<file path="config.mk">
export PLATFORM = sky130hd
export DESIGN_NAME = chest_smoother
export DESIGN_NICKNAME = d
export VERILOG_FILES = /design/src/rtl/chsm_pkg.sv /design/src/rtl/chsm_span.sv /design/src/rtl/chsm_window.sv /design/src/rtl/chsm_div.sv /design/src/rtl/chest_smoother.sv
export SDC_FILE = /design/constraint.sdc
export NUM_CORES = 1
export LEC_CHECK = 0
export ABC_AREA = 0
export ABC_CLOCK_PERIOD_IN_PS = 20200
export BUFFER_PORTS_ARGS = -buffer_cell sky130_fd_sc_hd__buf_2
export CAP_MARGIN = 20
export CELL_PAD_IN_SITES_DETAIL_PLACEMENT = 2
export CELL_PAD_IN_SITES_GLOBAL_PLACEMENT = 2
export CORE_MARGIN = 4
export CORE_UTILIZATION = 43
export CTS_CLUSTER_DIAMETER = 60
export DETAILED_ROUTE_END_ITERATION = 8
export PLACE_DENSITY = 0.91
export SLEW_MARGIN = 20
export SYNTH_ARGS = -nofsm -noshare
export SYNTH_HDL_FRONTEND = slang
export SYNTH_HIERARCHICAL = 1
export SYNTH_SLANG_ARGS = --single-unit
export TNS_END_PERCENT = 20
</file>
<file path="constraint.sdc">
create_clock -name clk -period 20.2 [get_ports clk]
set_input_delay 2.02 -clock clk [delete_from_list [all_inputs] [get_ports clk]]
set_output_delay 2.02 -clock clk [all_outputs]
set_load 0.02 [all_outputs]
</file>
<file path="src/rtl/chsm_pkg.sv">
package chsm_pkg;
  typedef enum logic [2:0] {
    ST_IDLE,
    ST_FETCH,
    ST_CAPT,
    ST_SUM,
    ST_DIV,
    ST_WRITE,
    ST_DONE
  } chsm_state_e;
endpackage

</file>
<file path="src/rtl/chsm_span.sv">
// Decides which window slots count for the bin at `center` and how many they are.
// Slot j holds bin center + HALF - j.
module chsm_span #(
  parameter int PW   = 8,
  parameter int HALF = 2,
  parameter int EDGE = 26,
  parameter int WIN  = 2 * HALF + 1,
  parameter int CW   = $clog2(WIN + 1)
) (
  input  logic signed [PW-1:0] center,
  output logic [WIN-1:0]       mask,
  output logic [CW-1:0]        cnt
);
  localparam logic signed [PW-1:0] EDGE_S = PW'(EDGE);

  for (genvar j = 0; j < WIN; j++) begin : g_slot
    localparam int OFF = HALF - j;
    logic signed [PW-1:0] pos;
    assign pos = center + $signed(PW'(OFF));
    // The centre slot of the DC bin is left out of its own average.
    if (OFF == 0) begin : g_mid
      assign mask[j] = (pos >= -EDGE_S) && (pos <= EDGE_S) && (center != '0);
    end else begin : g_side
      assign mask[j] = (pos >= -EDGE_S) && (pos <= EDGE_S);
    end
  end

  always_comb begin
    cnt = '0;
    for (int j = 0; j < WIN; j++) cnt = cnt + CW'(mask[j]);
  end
endmodule

</file>
<file path="src/rtl/chsm_window.sv">
// Shift register of original neighbour values and the masked window sum.
module chsm_window #(
  parameter int DW    = 16,
  parameter int WIN   = 5,
  parameter int SUM_W = 19
) (
  input  logic                    clk,
  input  logic                    rst,
  input  logic                    shift_en,
  input  logic signed [DW-1:0]    din,
  input  logic [WIN-1:0]          mask,
  output logic signed [SUM_W-1:0] sum
);
  logic signed [DW-1:0] taps [WIN];

  always_ff @(posedge clk) begin
    if (rst) taps[0] <= '0;
    else if (shift_en) taps[0] <= din;
  end

  for (genvar j = 1; j < WIN; j++) begin : g_tap
    always_ff @(posedge clk) begin
      if (rst) taps[j] <= '0;
      else if (shift_en) taps[j] <= taps[j-1];
    end
  end

  always_comb begin
    sum = '0;
    for (int j = 0; j < WIN; j++)
      if (mask[j]) sum = sum + SUM_W'(taps[j]);
  end
endmodule

</file>
<file path="src/rtl/chsm_div.sv">
// Serial signed divider: one quotient bit per cycle, result truncated toward zero.
module chsm_div #(
  parameter int NW   = 19,
  parameter int DENW = 3,
  parameter int QW   = 16
) (
  input  logic                 clk,
  input  logic                 rst,
  input  logic                 start,
  input  logic signed [NW-1:0] num,
  input  logic [DENW-1:0]      den,
  output logic [QW-1:0]        quo,
  output logic                 done
);
  localparam int SW = $clog2(NW + 1);

  logic [NW-1:0]   work;
  logic [DENW-1:0] rem;
  logic [DENW-1:0] dreg;
  logic [SW-1:0]   steps;
  logic            neg;
  logic            busy;
  logic [NW-1:0]   mag;
  logic [DENW:0]   trial;
  logic            ge;

  assign mag   = num[NW-1] ? NW'(-num) : NW'(num);
  assign trial = {rem, work[NW-1]};
  assign ge    = trial >= {1'b0, dreg};

  always_ff @(posedge clk) begin
    if (rst) begin
      work  <= '0;
      rem   <= '0;
      dreg  <= '0;
      steps <= '0;
      neg   <= 1'b0;
      busy  <= 1'b0;
      done  <= 1'b0;
    end else begin
      done <= 1'b0;
      if (start) begin
        work  <= mag;
        rem   <= '0;
        dreg  <= den;
        neg   <= num[NW-1];
        steps <= SW'(NW);
        busy  <= 1'b1;
      end else if (busy) begin
        work  <= {work[NW-2:0], ge};
        rem   <= ge ? DENW'(trial - {1'b0, dreg}) : trial[DENW-1:0];
        steps <= steps - 1'b1;
        if (steps == SW'(1)) begin
          busy <= 1'b0;
          done <= 1'b1;
        end
      end
    end
  end

  assign quo = QW'(neg ? (~work + 1'b1) : work);

  p_div_den_r1: assert property (@(posedge clk) disable iff (rst) start |-> den != '0);
  p_div_idle_start_r1: assert property (@(posedge clk) disable iff (rst) start |-> !busy);
  p_div_done_once_r1: assert property (@(posedge clk) disable iff (rst) done |=> !done);
endmodule

</file>
<file path="src/rtl/chest_smoother.sv">
module chest_smoother
  import chsm_pkg::*;
#(
  parameter int DW   = 16,
  parameter int AW   = 6,
  parameter int EDGE = 26,
  parameter int HALF = 2
) (
  input  logic          clk,
  input  logic          rst,
  input  logic          start,
  input  logic          ht_mode,
  input  logic          smooth_req,
  input  logic          smooth_off,
  output logic          rd_en,
  output logic [AW-1:0] rd_addr,
  input  logic [DW-1:0] rd_i,
  input  logic [DW-1:0] rd_q,
  output logic          wr_en,
  output logic [AW-1:0] wr_addr,
  output logic [DW-1:0] wr_i,
  output logic [DW-1:0] wr_q,
  output logic          done
);
  localparam int WIN   = 2 * HALF + 1;
  localparam int SUM_W = DW + $clog2(WIN);
  localparam int CW    = $clog2(WIN + 1);
  localparam int PW    = AW + 2;
  localparam int NBIN  = 1 << AW;
  localparam int NC    = 2;
  localparam logic signed [PW-1:0] EDGE_S = PW'(EDGE);
  localparam logic signed [PW-1:0] HALF_S = PW'(HALF);

  chsm_state_e          state;
  logic signed [PW-1:0] center;   // bin being smoothed
  logic signed [PW-1:0] ld;       // next bin to fetch
  logic                 run_ok;
  logic [WIN-1:0]       mask;
  logic [CW-1:0]        cnt;
  logic                 in_band;

  logic signed [DW-1:0]    cin   [NC];
  logic signed [SUM_W-1:0] csum  [NC];
  logic [DW-1:0]           cquo  [NC];
  logic [NC-1:0]           cdone;

  assign run_ok  = !smooth_off && (!ht_mode || smooth_req);
  assign in_band = (ld <= EDGE_S);
  assign cin[0]  = rd_i;
  assign cin[1]  = rd_q;

  chsm_span #(.PW(PW), .HALF(HALF), .EDGE(EDGE), .WIN(WIN), .CW(CW)) u_span (
    .center(center),
    .mask  (mask),
    .cnt   (cnt)
  );

  for (genvar c = 0; c < NC; c++) begin : g_comp
    logic signed [DW-1:0] din;
    // Past the upper edge nothing is read; the slot is masked out anyway.
    assign din = in_band ? cin[c] : '0;

    chsm_window #(.DW(DW), .WIN(WIN), .SUM_W(SUM_W)) u_win (
      .clk     (clk),
      .rst     (rst),
      .shift_en(state == ST_CAPT),
      .din     (din),
      .mask    (mask),
      .sum     (csum[c])
    );

    chsm_div #(.NW(SUM_W), .DENW(CW), .QW(DW)) u_div (
      .clk  (clk),
      .rst  (rst),
      .start(state == ST_SUM),
      .num  (csum[c]),
      .den  (cnt),
      .quo  (cquo[c]),
      .done (cdone[c])
    );
  end

  always_ff @(posedge clk) begin
    if (rst) begin
      state  <= ST_IDLE;
      center <= '0;
      ld     <= '0;
    end else begin
      unique case (state)
        ST_IDLE: if (start) begin
          if (run_ok) begin
            center <= -EDGE_S;
            ld     <= -EDGE_S;
            state  <= ST_FETCH;
          end else begin
            state <= ST_DONE;
          end
        end
        ST_FETCH: state <= ST_CAPT;
        ST_CAPT: begin
          ld    <= ld + PW'(1);
          state <= (ld == center + HALF_S) ? ST_SUM : ST_FETCH;
        end
        ST_SUM: state <= ST_DIV;
        ST_DIV: if (&cdone) state <= ST_WRITE;
        ST_WRITE: begin
          if (center == EDGE_S) begin
            state <= ST_DONE;
          end else begin
            center <= center + PW'(1);
            state  <= ST_FETCH;
          end
        end
        ST_DONE: state <= ST_IDLE;
        default: state <= ST_IDLE;
      endcase
    end
  end

  assign rd_en   = (state == ST_FETCH) && in_band;
  assign rd_addr = ld[AW-1:0];
  assign wr_en   = (state == ST_WRITE);
  assign wr_addr = center[AW-1:0];
  assign wr_i    = cquo[0];
  assign wr_q    = cquo[1];
  assign done    = (state == ST_DONE);

  p_dc_len_r2: assert property (@(posedge clk) disable iff (rst)
    (state == ST_SUM && center == '0) |-> cnt == CW'(2 * HALF));
  p_upper_len_r3: assert property (@(posedge clk) disable iff (rst)
    (state == ST_SUM && center == EDGE_S) |-> cnt == CW'(HALF + 1));
  p_lower_len_r4: assert property (@(posedge clk) disable iff (rst)
    (state == ST_SUM && center == -EDGE_S) |-> cnt == CW'(HALF + 1));
  p_read_leads_r5: assert property (@(posedge clk) disable iff (rst)
    wr_en |-> ld == center + HALF_S + PW'(1));
  p_wr_occupied_r6: assert property (@(posedge clk) disable iff (rst)
    wr_en |-> (wr_addr <= AW'(EDGE) || wr_addr >= AW'(NBIN - EDGE)));
  p_done_after_last_r7: assert property (@(posedge clk) disable iff (rst)
    (wr_en && center == EDGE_S) |=> done);
  p_done_single_r7: assert property (@(posedge clk) disable iff (rst) done |=> !done);
  p_skip_off_r8: assert property (@(posedge clk) disable iff (rst)
    (state == ST_IDLE && start && smooth_off) |=> (done && !wr_en));
  p_skip_ht_r9: assert property (@(posedge clk) disable iff (rst)
    (state == ST_IDLE && start && ht_mode && !smooth_req) |=> done);
  p_busy_start_r10: assert property (@(posedge clk) disable iff (rst)
    (state == ST_DIV && start) |=> (state == ST_DIV || state == ST_WRITE));
endmodule

</file>
# ---- After elaboration in Yosys (flattened, before gate mapping)
# Memories as Yosys holds them, arrays and structs flattened.
# Index checks and enable logic that the tools add are counted.
dict set report word_totals {
  mem_count 2
  regBits 82
  out_inout_bits 47
  mem_bits_rw 160
  wordCells 170
}
# name words word_bits rd rd_clocked_by_memory_dff write_ports line_no
set mem_list {}
lappend mem_list {{g_comp[0].u_win.taps} 5 16 5 0 5 chsm_window.sv:14} ;# logic signed [DW-1:0] taps [WIN];
lappend mem_list {{g_comp[1].u_win.taps} 5 16 5 0 5 chsm_window.sv:14}
dict set report op_classes {
  magnitude_cmp 13
  add_sub_neg 25
  muxes 60
  bitwise_logic 14
  n_eq_ne 14
  n_reduce_logical 24
}
# op count
set ops {}
lappend ops {{2-to-1 mux 19 bit} 16}
lappend ops {{2-to-1 mux 16 bit} 14}
lappend ops {{adder 19 x 16 -> 19 bit} 8}
lappend ops {{less-or-equal comparator 8 x 6 -> 1 bit (second input constant)} 6}
lappend ops {{>= comparator 8 x 6 -> 1 bit (second input constant)} 5}
lappend ops {{negator 19 bit} 2}
lappend ops {{adder 16 x 1 -> 16 bit (second input constant)} 2}
lappend ops {{NOT 16 bit} 2}
lappend ops {{case mux 8 bit (2 select lines)} 2}
lappend ops {{adder 8 x 2 -> 8 bit (second input constant)} 3}
lappend ops {{2-to-1 mux 8 bit} 3}
lappend ops {{2-to-1 mux 5 bit} 4}
lappend ops {{2-to-1 mux 3 bit} 6}
lappend ops {{case mux 3 bit (6 select lines)} 1}
lappend ops {{2-to-1 mux 1 bit} 13}
lappend ops {{== test 5 x 1 -> 1 bit (second input constant)} 2}
lappend ops {{bitwise OR 1 bit} 10}
lappend ops {{subtractor 5 x 1 -> 5 bit (second input constant)} 2}
lappend ops {{adder 3 x 1 -> 3 bit} 3}
lappend ops {{== test 3 bit (second input constant)} 3}
lappend ops {{adder 8 x 1 -> 8 bit (second input constant)} 1}
lappend ops {{adder 8 x 3 -> 8 bit (second input constant)} 1}
lappend ops {{== test 8 x 6 -> 1 bit (second input constant)} 1}
lappend ops {{== test 8 bit} 1}
lappend ops {{19 further kinds} 39}

# ---- Depth between registers and ports, before layout
# Gate-level depths: netlist of run 1.
dict set report logic_depth {
  ltp_word 15
  ltp_mapped 52
}

# ---- By module
# Netlist of run 1, hierarchy kept.
# module cells_per_inst n_inst seq_area_each_um2 area_per_inst_um2
set modules_own_cells {}
lappend modules_own_cells {{chsm_window (g_comp[1].u_win)} 857 1 2402.3 7698.6}
lappend modules_own_cells {{chsm_window (g_comp[0].u_win)} 819 1 2402.3 7455.9}
lappend modules_own_cells {chsm_div 274 2 660.6 2249.7}
lappend modules_own_cells {chest_smoother 215 1 380.4 1751.7}
lappend modules_own_cells {chsm_span 121 1 0.0 947.2}

# ---- Least setup slack after synthesis of run 1
# OpenSTA, ideal clock, no wires.
dict set report synth_path {
  path_type {register to register}
  startpoint {register center[1]}
  endpoint {register g_comp[0].u_div.work[7]}
  arrival_time_ns 9.898
  path_buffers 5
  path_stages_with_launch 47
  setup_slack_ns 10.217
  setup_time_ns 0.086
  cell_sequence {dfxtp_1 -> inv_1 -> ha_1 -> o2bb2ai_1 -> o31ai_1 -> o31ai_1 -> buf_6 -> buf_2 -> clkbuf_1 -> nand2_1 -> xnor2_1 -> ha_1 -> a21oi_1 -> nor4_4 -> a221oi_1 -> o31a_1 -> o21ai_1 -> xor2_1 -> (+11 left out) -> nor2_1 -> a2111oi_0 -> a21oi_1 -> o21a_1 -> nor3_1 -> o31ai_1 -> o21a_1 -> ha_1 -> nand3_1 -> o21ai_1 -> nor4_1 -> or4b_1 -> xor3_1 -> clkbuf_1 -> clkbuf_1 -> o41ai_1 -> xor2_1 -> a211oi_1}
}
# item line_no
set synth_lines {}
lappend synth_lines {{from (decl)} chest_smoother.sv:35} ;# logic signed [PW-1:0] center;
lappend synth_lines {{from (signal assigned)} chest_smoother.sv:92} ;# center <= -EDGE_S;
lappend synth_lines {{from (signal assigned)} chest_smoother.sv:110} ;# center <= center + PW'(1);
lappend synth_lines {{to (signal assigned)} chsm_div.sv:43} ;# work <= mag;
lappend synth_lines {{to (signal assigned)} chsm_div.sv:50} ;# work <= {work[NW-2:0], ge};
lappend synth_lines {{to (decl)} chsm_div.sv:17} ;# logic [NW-1:0] work;

==> summary.txt, run 1 <==
Global routing
  – Number of global-route vias before repair: 23847
  – All-Layer GR Usage: 32.47%
  – Initial antenna violation count: 0
  – Pin count of the biggest net entering global routing: 82
  – Global-route wire length before repair: 145500 um
  – GRT overflow: 0

Clock network
  – Clk sinks: 245
  – CTS tree: built
  – CTS H-tree depth: 2
  – Post-CTS setup buffers: 0
  – Clock-pin slew on the worst setup and hold paths: 0.06 ns
  – Post-cts gate resize count: 0
  – Total clock buffers created by CTS: 35
  – Clock buffer depth: 3
  – Hold_buf cts: 0
  – Clk_lat worst skew: 0.56 ns
  – CTS Root Cell: clkbuf_16

Synth
  – Synth warn: 6
  – Cell taking the most area after synthesis: edfxtp_1
  – Synth async-reset ratio: 0%
  – Unique cell type count in the Yosys netlist: 114
  – Mux share of post-synthesis cell area: 3.941%
  – XOR/XNOR Fraction of Synth Area: 8.475%
  – Post-Synth Adder-Cell Area: 10.61%
  – Share of the synthesized area in the top cell type: 21.49%
  – Most used flip-flop cell after synthesis: edfxtp_1
  – Mapped Avg Cell Area: 8.732 um2
  – Syn nets: 2778
  – Top post-synthesis cells by area: edfxtp_1, ha_1, dfxtp_1, and2_1, xnor2_1
  – Compound-cell area share of the yosys netlist: 20.32%
  – Synthesized instance count: 2560
  – Sequential area share after synthesis: 29.11%
  – Cell area after synthesis: 22350 um2
  – Simple-gate share of the synthesized area: 22.27%
  – Number of synthesized flops with an enable pin: 160
  – Main combinational cell family by area after synthesis: simple AND/OR/NAND/NOR gates
  – Synth Register Bits: 245

Timing
  – RSZ-0062 raised after global routing: false
  – Max-slew violations: 0
  – Final hold violations: 0
  – Fmax: 76.27 MHz
  – Fin crit share: 64.91%
  – Setup TNS: 0 ns
  – Layout Skew: 0.01497 ns
  – Least-Margin Pin Slew: 1.040 ns
  – Final min period: 13.11 ns
  – Final setup viols: 0
  – Slew headroom: 29.76%

Cells and area
  – Layout Utilization: 47.28%
  – Fin cells: 3266
  – Antenna Cells: 0
  – Nets: 2781
  – Layout cell share with drive strength beyond 1: 11.33%
  – Fin area: 24310 um2
  – Layout area overhead: 8.744%

Setup path
  – CP dominant cell by count: ha_1
  – Sum of buffers and inverters on the critical path: 3
  – Worst Path Required: 20.64 ns
  – Largest stage delay on the critical path: 0.88 ns
  – CP max-delay cell: xor3_1
  – Worst Path Arrival: 13.56 ns
  – CP Class: flip-flop to flip-flop
  – Crit path launch type: flip-flop
  – Worst setup EP type: flip-flop
  – Critical path's top delay family: compound AO/OA/AOI/OAI gates
  – Critical path peak fanout: 29

Routing
  – Final WL: 94760 um
  – Number of routed nets with antenna violations: 0
  – DRC Markers: 0
  – Routed wire per std cell: 29.01 um
  – DR vias: 21461
  – Via density: 6.571
  – Initial DRC Count: 1802
  – Pre-Repair DR Iteration Count: 5

Worst hold path
  – Worst hold path class: flip-flop to flip-flop

Place
  – PortBufs: 84
  – DP Wirelength: 56990 um
  – Routability cong.: 0.8785
  – Area after DPL: 23090 um2
  – Cell Count Post-Placement: 3204

Run
  – Maxcap violations: 0

Floorplanning
  – I/O Pins: 85
  – Die footprint: 55690 um2
  – Initial core utilization: 43.48%
  – DIE HEIGHT: 236.0 um
  – Die W: 236.0 um
  – Number of core rows: 83
  – Core area: 51410 um2

Run status
  – Outcome: finished clean
==> worst paths after layout <==
path / start / end / slack (ns) / cells after the start
setup / recovery: center[1] / g_comp[0].u_div/work[2] / 7.09 / 42
setup reg to reg: center[1] / g_comp[0].u_div/work[2] / 7.09 / 42
hold / removal: g_comp[1].u_div/rem[2] / g_comp[1].u_div/rem[2] / 0.51 / 2
hold reg to reg: g_comp[1].u_div/rem[2] / g_comp[1].u_div/rem[2] / 0.51 / 2
==> kinds of logic after synthesis <==
family / count (synthesis)
and+or+nand+nor: 910
AOI/OAI and AO/OA: 673
buffers and inverters: 254
DFF: 245
xor gates and xnor gates: 213
adders and majority gates: 184
muxes: 81
==> metal layers <==
metal,vias to the layer above,global-route usage [%],wire [um]
li1,9313,-,-
met1,10832,37.86,37470
met2,963,57.96,46980
met3,353,5.834,5578
met4,0,14.75,4726
met5,-,0,0
==> cell usage in the layout, fill, tap and decap left out, types with 61 or more instances in the layout <==
| cell | synthesis | routed |
|---|---|---|
| inv_1 | 108 | 107 |
| xor2_1 | 80 | 80 |
| and2_1 | 199 | 199 |
| nand2_1 | 203 | 203 |
| a211oi_1 | 61 | 61 |
| buf_2 | 18 | 84 |
| a21oi_1 | 167 | 166 |
| nor2_1 | 151 | 151 |
| edfxtp_1 | 160 | 160 |
| ha_1 | 170 | 170 |
| o21ai_0 | 117 | 117 |
| nand3_1 | 62 | 62 |
| xnor2_1 | 131 | 131 |
| dfxtp_1 | 85 | 85 |
==> area by class of cell <==
class,count,area [um2]
Clock buffer,45,997.2
Clock inverter,15,168.9
Fill cell,5519,27100
Inverter,115,434.2
Multi-Input combinational cell,2061,14730
Sequential cell,245,6506
Tap cell,680,850.8
Timing Repair Buffer,105,618.1
==> per-stage QoR <==
stage               worst slack [ns]  hold slack (ns)
finish                         7.089           0.5118
global route                   6.514           0.5461
CTS                            7.424           0.5163
detailed placement             8.183           0.4985
global placement               9.245           0.4817
floorplan                      10.22           0.4604
==> synth_stat cells, types with 8 or more instances <==
library cell	n
nand4b_1	9
buf_4	19
mux2i_1	25
and2b_1	17
or4_1	13
nand4_1	17
nand3b_1	10
buf_6	15
xor2_1	80
o21bai_1	17
o22ai_1	13
nand2_1	203
and2_1	199
clkbuf_1	75
o211ai_1	16
a311oi_1	10
o41ai_1	14
fa_1	10
buf_1	10
o31a_1	8
or3_1	23
o31ai_1	39
nor2b_1	35
nand2b_1	21
xnor2_1	131
nor3_1	43
mux2_2	56
o21a_1	30
o21ai_0	117
nor2_1	151
or2_2	14
a21oi_1	167
a21o_1	43
a31oi_1	23
ha_1	170
inv_1	108
nand3_1	62
a211oi_1	61
edfxtp_1	160
dfxtp_1	85
and3_1	28
o21ai_1	21
nor4_1	21
buf_2	18
==> registers in the layout (all words and copies together), names as in the netlist <==
register	count
g_comp.u_div/dreg	6
g_comp.u_div/done	2
g_comp.u_div/work	38
center	8
g_comp.u_win/taps	160
state	3
ld	8
g_comp.u_div/rem	6
g_comp.u_div/steps	10
g_comp.u_div/busy	2
g_comp.u_div/neg	2
==> worst register-to-register path, delay by kind of cell (launching register included) <==
| kind | cells | cell delay (ns) |
|---|---|---|
| and+or+nand+nor | 9 | 1.93 |
| adders and majority gates | 7 | 2.44 |
| xor gates and xnor gates | 2 | 1.11 |
| DFF | 1 | 0.78 |
| buffers and inverters | 3 | 0.87 |
| AOI/OAI and AO/OA | 21 | 5.89 |
Power of run 1 is left out: the tool's default activity adds up to more than one toggle a clock period on the data nets, which glitch-free logic cannot reach.
==> run 2, diff against run 1 <==
--- a/config.mk
+++ b/config.mk
@@ -5,17 +5,17 @@
 export SDC_FILE = /design/constraint.sdc
 export NUM_CORES = 1
 export LEC_CHECK = 0
-export ABC_AREA = 0
-export ABC_CLOCK_PERIOD_IN_PS = 20200
+export ABC_AREA = 1
+export ABC_CLOCK_PERIOD_IN_PS = 10700
 export BUFFER_PORTS_ARGS = -buffer_cell sky130_fd_sc_hd__buf_2
 export CAP_MARGIN = 20
 export CELL_PAD_IN_SITES_DETAIL_PLACEMENT = 2
 export CELL_PAD_IN_SITES_GLOBAL_PLACEMENT = 2
 export CORE_MARGIN = 4
-export CORE_UTILIZATION = 43
+export CORE_UTILIZATION = 33
 export CTS_CLUSTER_DIAMETER = 60
 export DETAILED_ROUTE_END_ITERATION = 8
-export PLACE_DENSITY = 0.91
+export PLACE_DENSITY = 0.83
 export SLEW_MARGIN = 20
 export SYNTH_ARGS = -nofsm -noshare
 export SYNTH_HDL_FRONTEND = slang
==> constraint.sdc (replaced) <==
create_clock -name clk -period 10.7 [get_ports clk]
set_input_delay 1.07 -clock clk [delete_from_list [all_inputs] [get_ports clk]]
set_output_delay 1.07 -clock clk [all_outputs]
set_load 0.02 [all_outputs]
==> run 2 against run 1 <==
Effect of this change: critical path depth increased by 10; synthesized cell count increased by 39%; die area increased by 36%; critical path type unchanged; critical endpoint is now g_comp[0].u_div/work[10]; largest cell class unchanged.
==> summary.txt, run 2 <==
Run status
  – Outcome: finished clean

Global routing
  – Initial antenna violation count: 0
  – All-Layer GR Usage: 22.40%
  – Global-route wire length before repair: 138300 um
  – Pin count of the biggest net entering global routing: 81
  – Number of global-route vias before repair: 25515
  – GRT overflow: 0

Clock network
  – CTS tree: built
  – CTS H-tree depth: 2
  – Clock-pin slew on the worst setup and hold paths: 0.05 ns
  – Clk sinks: 245
  – Clk_lat worst skew: 0.59 ns
  – Post-CTS setup buffers: 0
  – CTS Root Cell: clkbuf_16
  – Total clock buffers created by CTS: 40
  – Clock buffer depth: 3

Place
  – PortBufs: 84
  – Cell Count Post-Placement: 4494
  – DP Wirelength: 65570 um
  – Routability cong.: 0.8686

Routing
  – Pre-Repair DR Iteration Count: 5
  – Routed wire per std cell: 18.90 um
  – Number of routed nets with antenna violations: 0
  – DR vias: 23666
  – DRC Markers: 0
  – Initial DRC Count: 1125
  – Via density: 5.181
  – Final WL: 86310 um

Synth
  – Most used flip-flop cell after synthesis: edfxtp_1
  – Syn nets: 3780
  – Synth Register Bits: 245
  – Top post-synthesis cells by area: edfxtp_1, nand2_1, ha_1, inv_1, dfxtp_1
  – Top cells by count, synth: nand2_1, inv_1, nor2_1
  – Count leader, synth: nand2_1
  – Synth async-reset ratio: 0%
  – Number of synthesized flops with an enable pin: 160
  – Cell taking the most area after synthesis: edfxtp_1
  – Sequential area share after synthesis: 27.59%
  – Synth warn: 6
  – Unique cell type count in the Yosys netlist: 62
  – Cell area after synthesis: 23580 um2
  – Synthesized instance count: 3562
  – Share of the synthesized area in the top cell type: 20.38%
  – Mapped Avg Cell Area: 6.620 um2

Cells and area
  – Most frequent cells in the layout: nand2_1, inv_1, nor2_1, nand3_1, a21oi_1
  – Fin cells: 4568
  – Commonest non-fill, non-tap cell in the layout: nand2_1
  – Max FFs per register: 160
  – Top reg by flops: g_comp.u_win/taps
  – Antenna Cells: 0
  – Layout cell share with drive strength beyond 1: 9.702%
  – Layout area overhead: 10.58%
  – Nets: 3815
  – Largest regs: g_comp.u_win/taps (160), g_comp.u_div/work (38), g_comp.u_div/steps (10)

Floorplanning
  – I/O Pins: 85
  – DIE HEIGHT: 275.3 um
  – Number of core rows: 97
  – Die footprint: 75800 um2
  – Die W: 275.3 um
  – Initial core utilization: 33.50%
  – Core area: 70390 um2

Setup path
  – Worst Path Required: 11.11 ns
  – Largest stage delay on the critical path: 0.54 ns
  – CP max-delay cell: or3b_2
  – R2r startpoint: center[1]
  – CP dominant cell by count: nand2_1
  – Crit. Startpoint: center[1]
  – Worst Path Arrival: 10.14 ns
  – CP Class: flip-flop to flip-flop
  – Worst setup EP type: flip-flop
  – Crit path launch type: flip-flop
  – Critical path peak fanout: 28

Run
  – Maxcap violations: 0

Timing
  – Layout Skew: 0.02452 ns
  – Max-slew violations: 0
  – RSZ-0062 raised after global routing: false
  – Final setup viols: 0
  – Slew headroom: 35.16%
  – Fin crit share: 90.91%
  – Least-Margin Pin Slew: 0.9726 ns
  – Fmax: 102.8 MHz
  – Final hold violations: 0
  – Setup TNS: 0 ns
  – Final min period: 9.728 ns

Worst hold path
  – Worst hold path class: flip-flop to flip-flop
  – Min-delay src: g_comp[0].u_div/work[16]
run 2: cells by family after synthesis:
kind of cell / count (synthesis) / synth area share (%)
compound gates: 520 / 12.75
buf+inv: 648 / 11.04
fa+ha+maj: 180 / 9.869
simple gates: 1839 / 33.93
flops: 245 / 27.59
xor+xnor: 130 / 4.829
run 2: layout make-up:
class | instances | area, um2
tap | 940 | 1176
sequential | 245 | 6507
clock inverter | 24 | 207.7
clock buffer | 49 | 1055
multi-input combinational | 2669 | 14520
timing repair buffer | 101 | 571.8
fill | 8696 | 44320
inverter | 540 | 2033
run 2: worst paths after layout:
kind | end | slack, ns | depth (start not counted)
setup / recovery | g_comp[0].u_div/work[10] | 0.97 | 52
hold / removal | g_comp[0].u_div/work[16] | 0.47 | 2
setup reg to reg | g_comp[0].u_div/work[10] | 0.97 | 52
hold reg to reg | g_comp[0].u_div/work[16] | 0.47 | 2
run 2: per-stage QoR:
step | hold WS (ns) | util (%) | setup slack, ns | instance area (um2)
6_report | 0.4701 | 37.04 | 0.9721 | 26070
2_1_floorplan | 0.4370 | - | 2.528 | 23580
4_1_cts | 0.4671 | 36.97 | 0.5230 | 26020
3_3_place_gp | 0.4562 | 35.17 | 0.9807 | 24760
5_1_grt | 0.4935 | 37.04 | 0.008400 | 26070
3_5_place_dp | 0.4594 | 35.17 | 0.6220 | 24760
run 2: worst max-delay path: cells and delay by family, from the launching register on:
kind	cells	cell delay, ns
simple gates	36	5.62
fa+ha+maj	5	1.84
compound gates	5	0.93
buf+inv	6	0.75
flops	1	0.40
run 2: per-layer routing:
metal	GRT usage [%]	routed length [um]	up-vias	share of wire (%)
met1	29.76	41060	11667	48
li1	-	-	11585	-
met2	39.31	41130	307	48
met4	5.350	1752	0	2.0
met3	2.164	2369	107	2.7
met5	0	0	-	0
run 2: what timing repair did:
action / CTS / global route
endpoints found under the setup margin: 0 / 37
hold buffers: 0 / 0
gates resized for setup: 0 / 7
hold endpoints to repair: 0 / 0
Power of run 2 is left out for the same reason.
==> run 3, diff against run 2 <==
--- a/config.mk
+++ b/config.mk
@@ -15,6 +15,7 @@
 export CORE_UTILIZATION = 33
 export CTS_CLUSTER_DIAMETER = 60
 export DETAILED_ROUTE_END_ITERATION = 8
+export MAX_ROUTING_LAYER = met4
 export PLACE_DENSITY = 0.83
 export SLEW_MARGIN = 20
 export SYNTH_ARGS = -nofsm -noshare
==> run 3 against run 2 <==
Effect of this change: cell area unchanged; wire length about the same; hold slack got worse by 0.00093 ns; sequential share of layout area unchanged; cell count unchanged; sequential cell count unchanged; global-route usage grew 0.66 points; utilization is the same; worst setup slack worse by 0.053 ns; register-to-register slack got worse by 0.05 ns; die area is the same; highest routed layer unchanged.
==> summary.txt, run 3 (same netlist as run 2, synthesis figures left out) <==
Run status
  – Outcome: finished clean

Setup path
  – CP Class: flip-flop to flip-flop
  – Largest stage delay on the critical path: 0.54 ns
  – Crit path launch type: flip-flop
  – Worst Path Arrival: 10.19 ns
  – R2r startpoint: center[1]
  – FF-to-FF End: g_comp[0].u_div/work[10]
  – CP dominant cell by count: nand2_1
  – CP max-delay cell: or3b_2
  – FF-to-FF setup slack: 0.92 ns
  – CP Depth: 52
  – Sum of buffers and inverters on the critical path: 6
  – Worst setup EP type: flip-flop
  – Worst Path Required: 11.11 ns
  – R2R depth: 52
  – Critical path peak fanout: 28
  – Critical path's top delay family: simple AND/OR/NAND/NOR gates

Clock network
  – Clk_lat worst skew: 0.60 ns
  – CTS tree: built
  – Total clock buffers created by CTS: 40
  – Clock-pin slew on the worst setup and hold paths: 0.05 ns
  – CTS H-tree depth: 2
  – Clock buffer depth: 3
  – Hold_buf cts: 0
  – Clk sinks: 245
  – CTS Root Cell: clkbuf_16

Worst hold path
  – Worst hold path class: flip-flop to flip-flop
  – Hold Path Cell Cnt: 2
  – Min-delay src: g_comp[0].u_div/work[16]
  – Hold Path End: g_comp[0].u_div/work[16]

Floorplanning
  – Initial core utilization: 33.50%
  – I/O Pins: 85
  – Die W: 275.3 um
  – Core area: 70390 um2
  – Number of core rows: 97
  – Die footprint: 75800 um2
  – DIE HEIGHT: 275.3 um

Timing
  – Fin crit share: 91.41%
  – Max-slew violations: 0
  – Hold_ws: 0.4691 ns
  – Final setup viols: 0
  – Final min period: 9.781 ns
  – Layout Skew: 0.02580 ns
  – Final hold violations: 0
  – Least-Margin Pin Slew: 0.9630 ns
  – Fmax: 102.2 MHz
  – Slew headroom: 35.80%

Global routing
  – Pin count of the biggest net entering global routing: 81
  – Met2 GRT Util: 39.29%
  – GRT overflow: 0
  – Global routing's busiest layer: met2
  – Met3 GRT Util: 2.164%
  – Global-route wire length before repair: 138400 um
  – Number of global-route vias before repair: 25519
  – GRT met1 Usage: 29.79%
  – All-Layer GR Usage: 23.07%
  – Initial antenna violation count: 0

Cells and area
  – Most frequent cells in the layout: nand2_1, inv_1, nor2_1, nand3_1, a21oi_1
  – Antenna Cells: 0
  – Commonest non-fill, non-tap cell in the layout: nand2_1
  – Max FFs per register: 160
  – Top reg by flops: g_comp.u_win/taps
  – Layout cell share with drive strength beyond 1: 9.702%
  – Largest regs: g_comp.u_win/taps (160), g_comp.u_div/work (38), g_comp.u_div/steps (10)
  – Layout area overhead: 10.58%
  – Layout Utilization: 37.04%
  – Nets: 3815

Place
  – Routability cong.: 0.8828
  – DP Wirelength: 65570 um
  – PortBufs: 84

Routing
  – Number of routed nets with antenna violations: 0
  – Via density: 5.178
  – Routed wire per std cell: 18.88 um
  – DR vias: 23654
  – Final WL: 86260 um
  – DRC Markers: 0
  – Pre-Repair DR Iteration Count: 5
  – Initial DRC Count: 1222

Run
  – Maxcap violations: 0
## run 3: repair_timing
| item | 4_1_cts | 5_1_grt |
|---|---|---|
| setup buffers | 0 | 0 |
| endpoints found under the setup margin | 0 | 37 |
| resized for setup | 0 | 7 |
## run 3: worst min-delay path, cell delays in order (launching register included)
cell and delay, ns:
dfxtp_1 0.31, nand2_1 0.06, a21oi_1 0.05
## run 3: how the worst max path moves through the flow
stage | from | endpoint | slack, ns
final | center[1] | g_comp[0].u_div/work[10] | 0.92
after global routing | center[1] | g_comp[0].u_div/work[10] | -0.002
after CTS | center[3] | g_comp[1].u_div/work[7] | 0.52
after detailed placement | center[3] | g_comp[1].u_div/work[7] | 0.62
after global placement | center[3] | g_comp[1].u_div/work[7] | 0.98
after floorplan | center[1] | g_comp[1].u_div/work[2] | 2.53
## run 3: layout make-up
class | instances | area, um2
clock buffers | 49 | 1055
clock inverters | 24 | 207.7
fillers | 8696 | 44320
inverters | 540 | 2033
multi-input cells | 2669 | 14520
flip-flops and latches | 245 | 6507
well taps | 940 | 1176
repair buffers | 101 | 571.8
## run 3: metrics by stage
step / cells / area, um2 / TNS [ns] / setup slack [ns]
after floorplan: 3562 / 23580 / 0 / 2.528
after CTS: 4567 / 26020 / 0 / 0.5230
final: 4568 / 26070 / 0 / 0.9191
after global placement: 4494 / 24760 / 0 / 0.9807
after global routing: 4568 / 26070 / -0.001694 / -0.001694
after detailed placement: 4494 / 24760 / 0 / 0.6220
## run 3: metal layers
layer  vias to the layer above  wire, um
met5                         -         0
met2                       327     41130
met3                       111      2517
li1                      11574         -
met1                     11642     40900
met4                         0      1708
Power of run 3 is left out for the same reason.
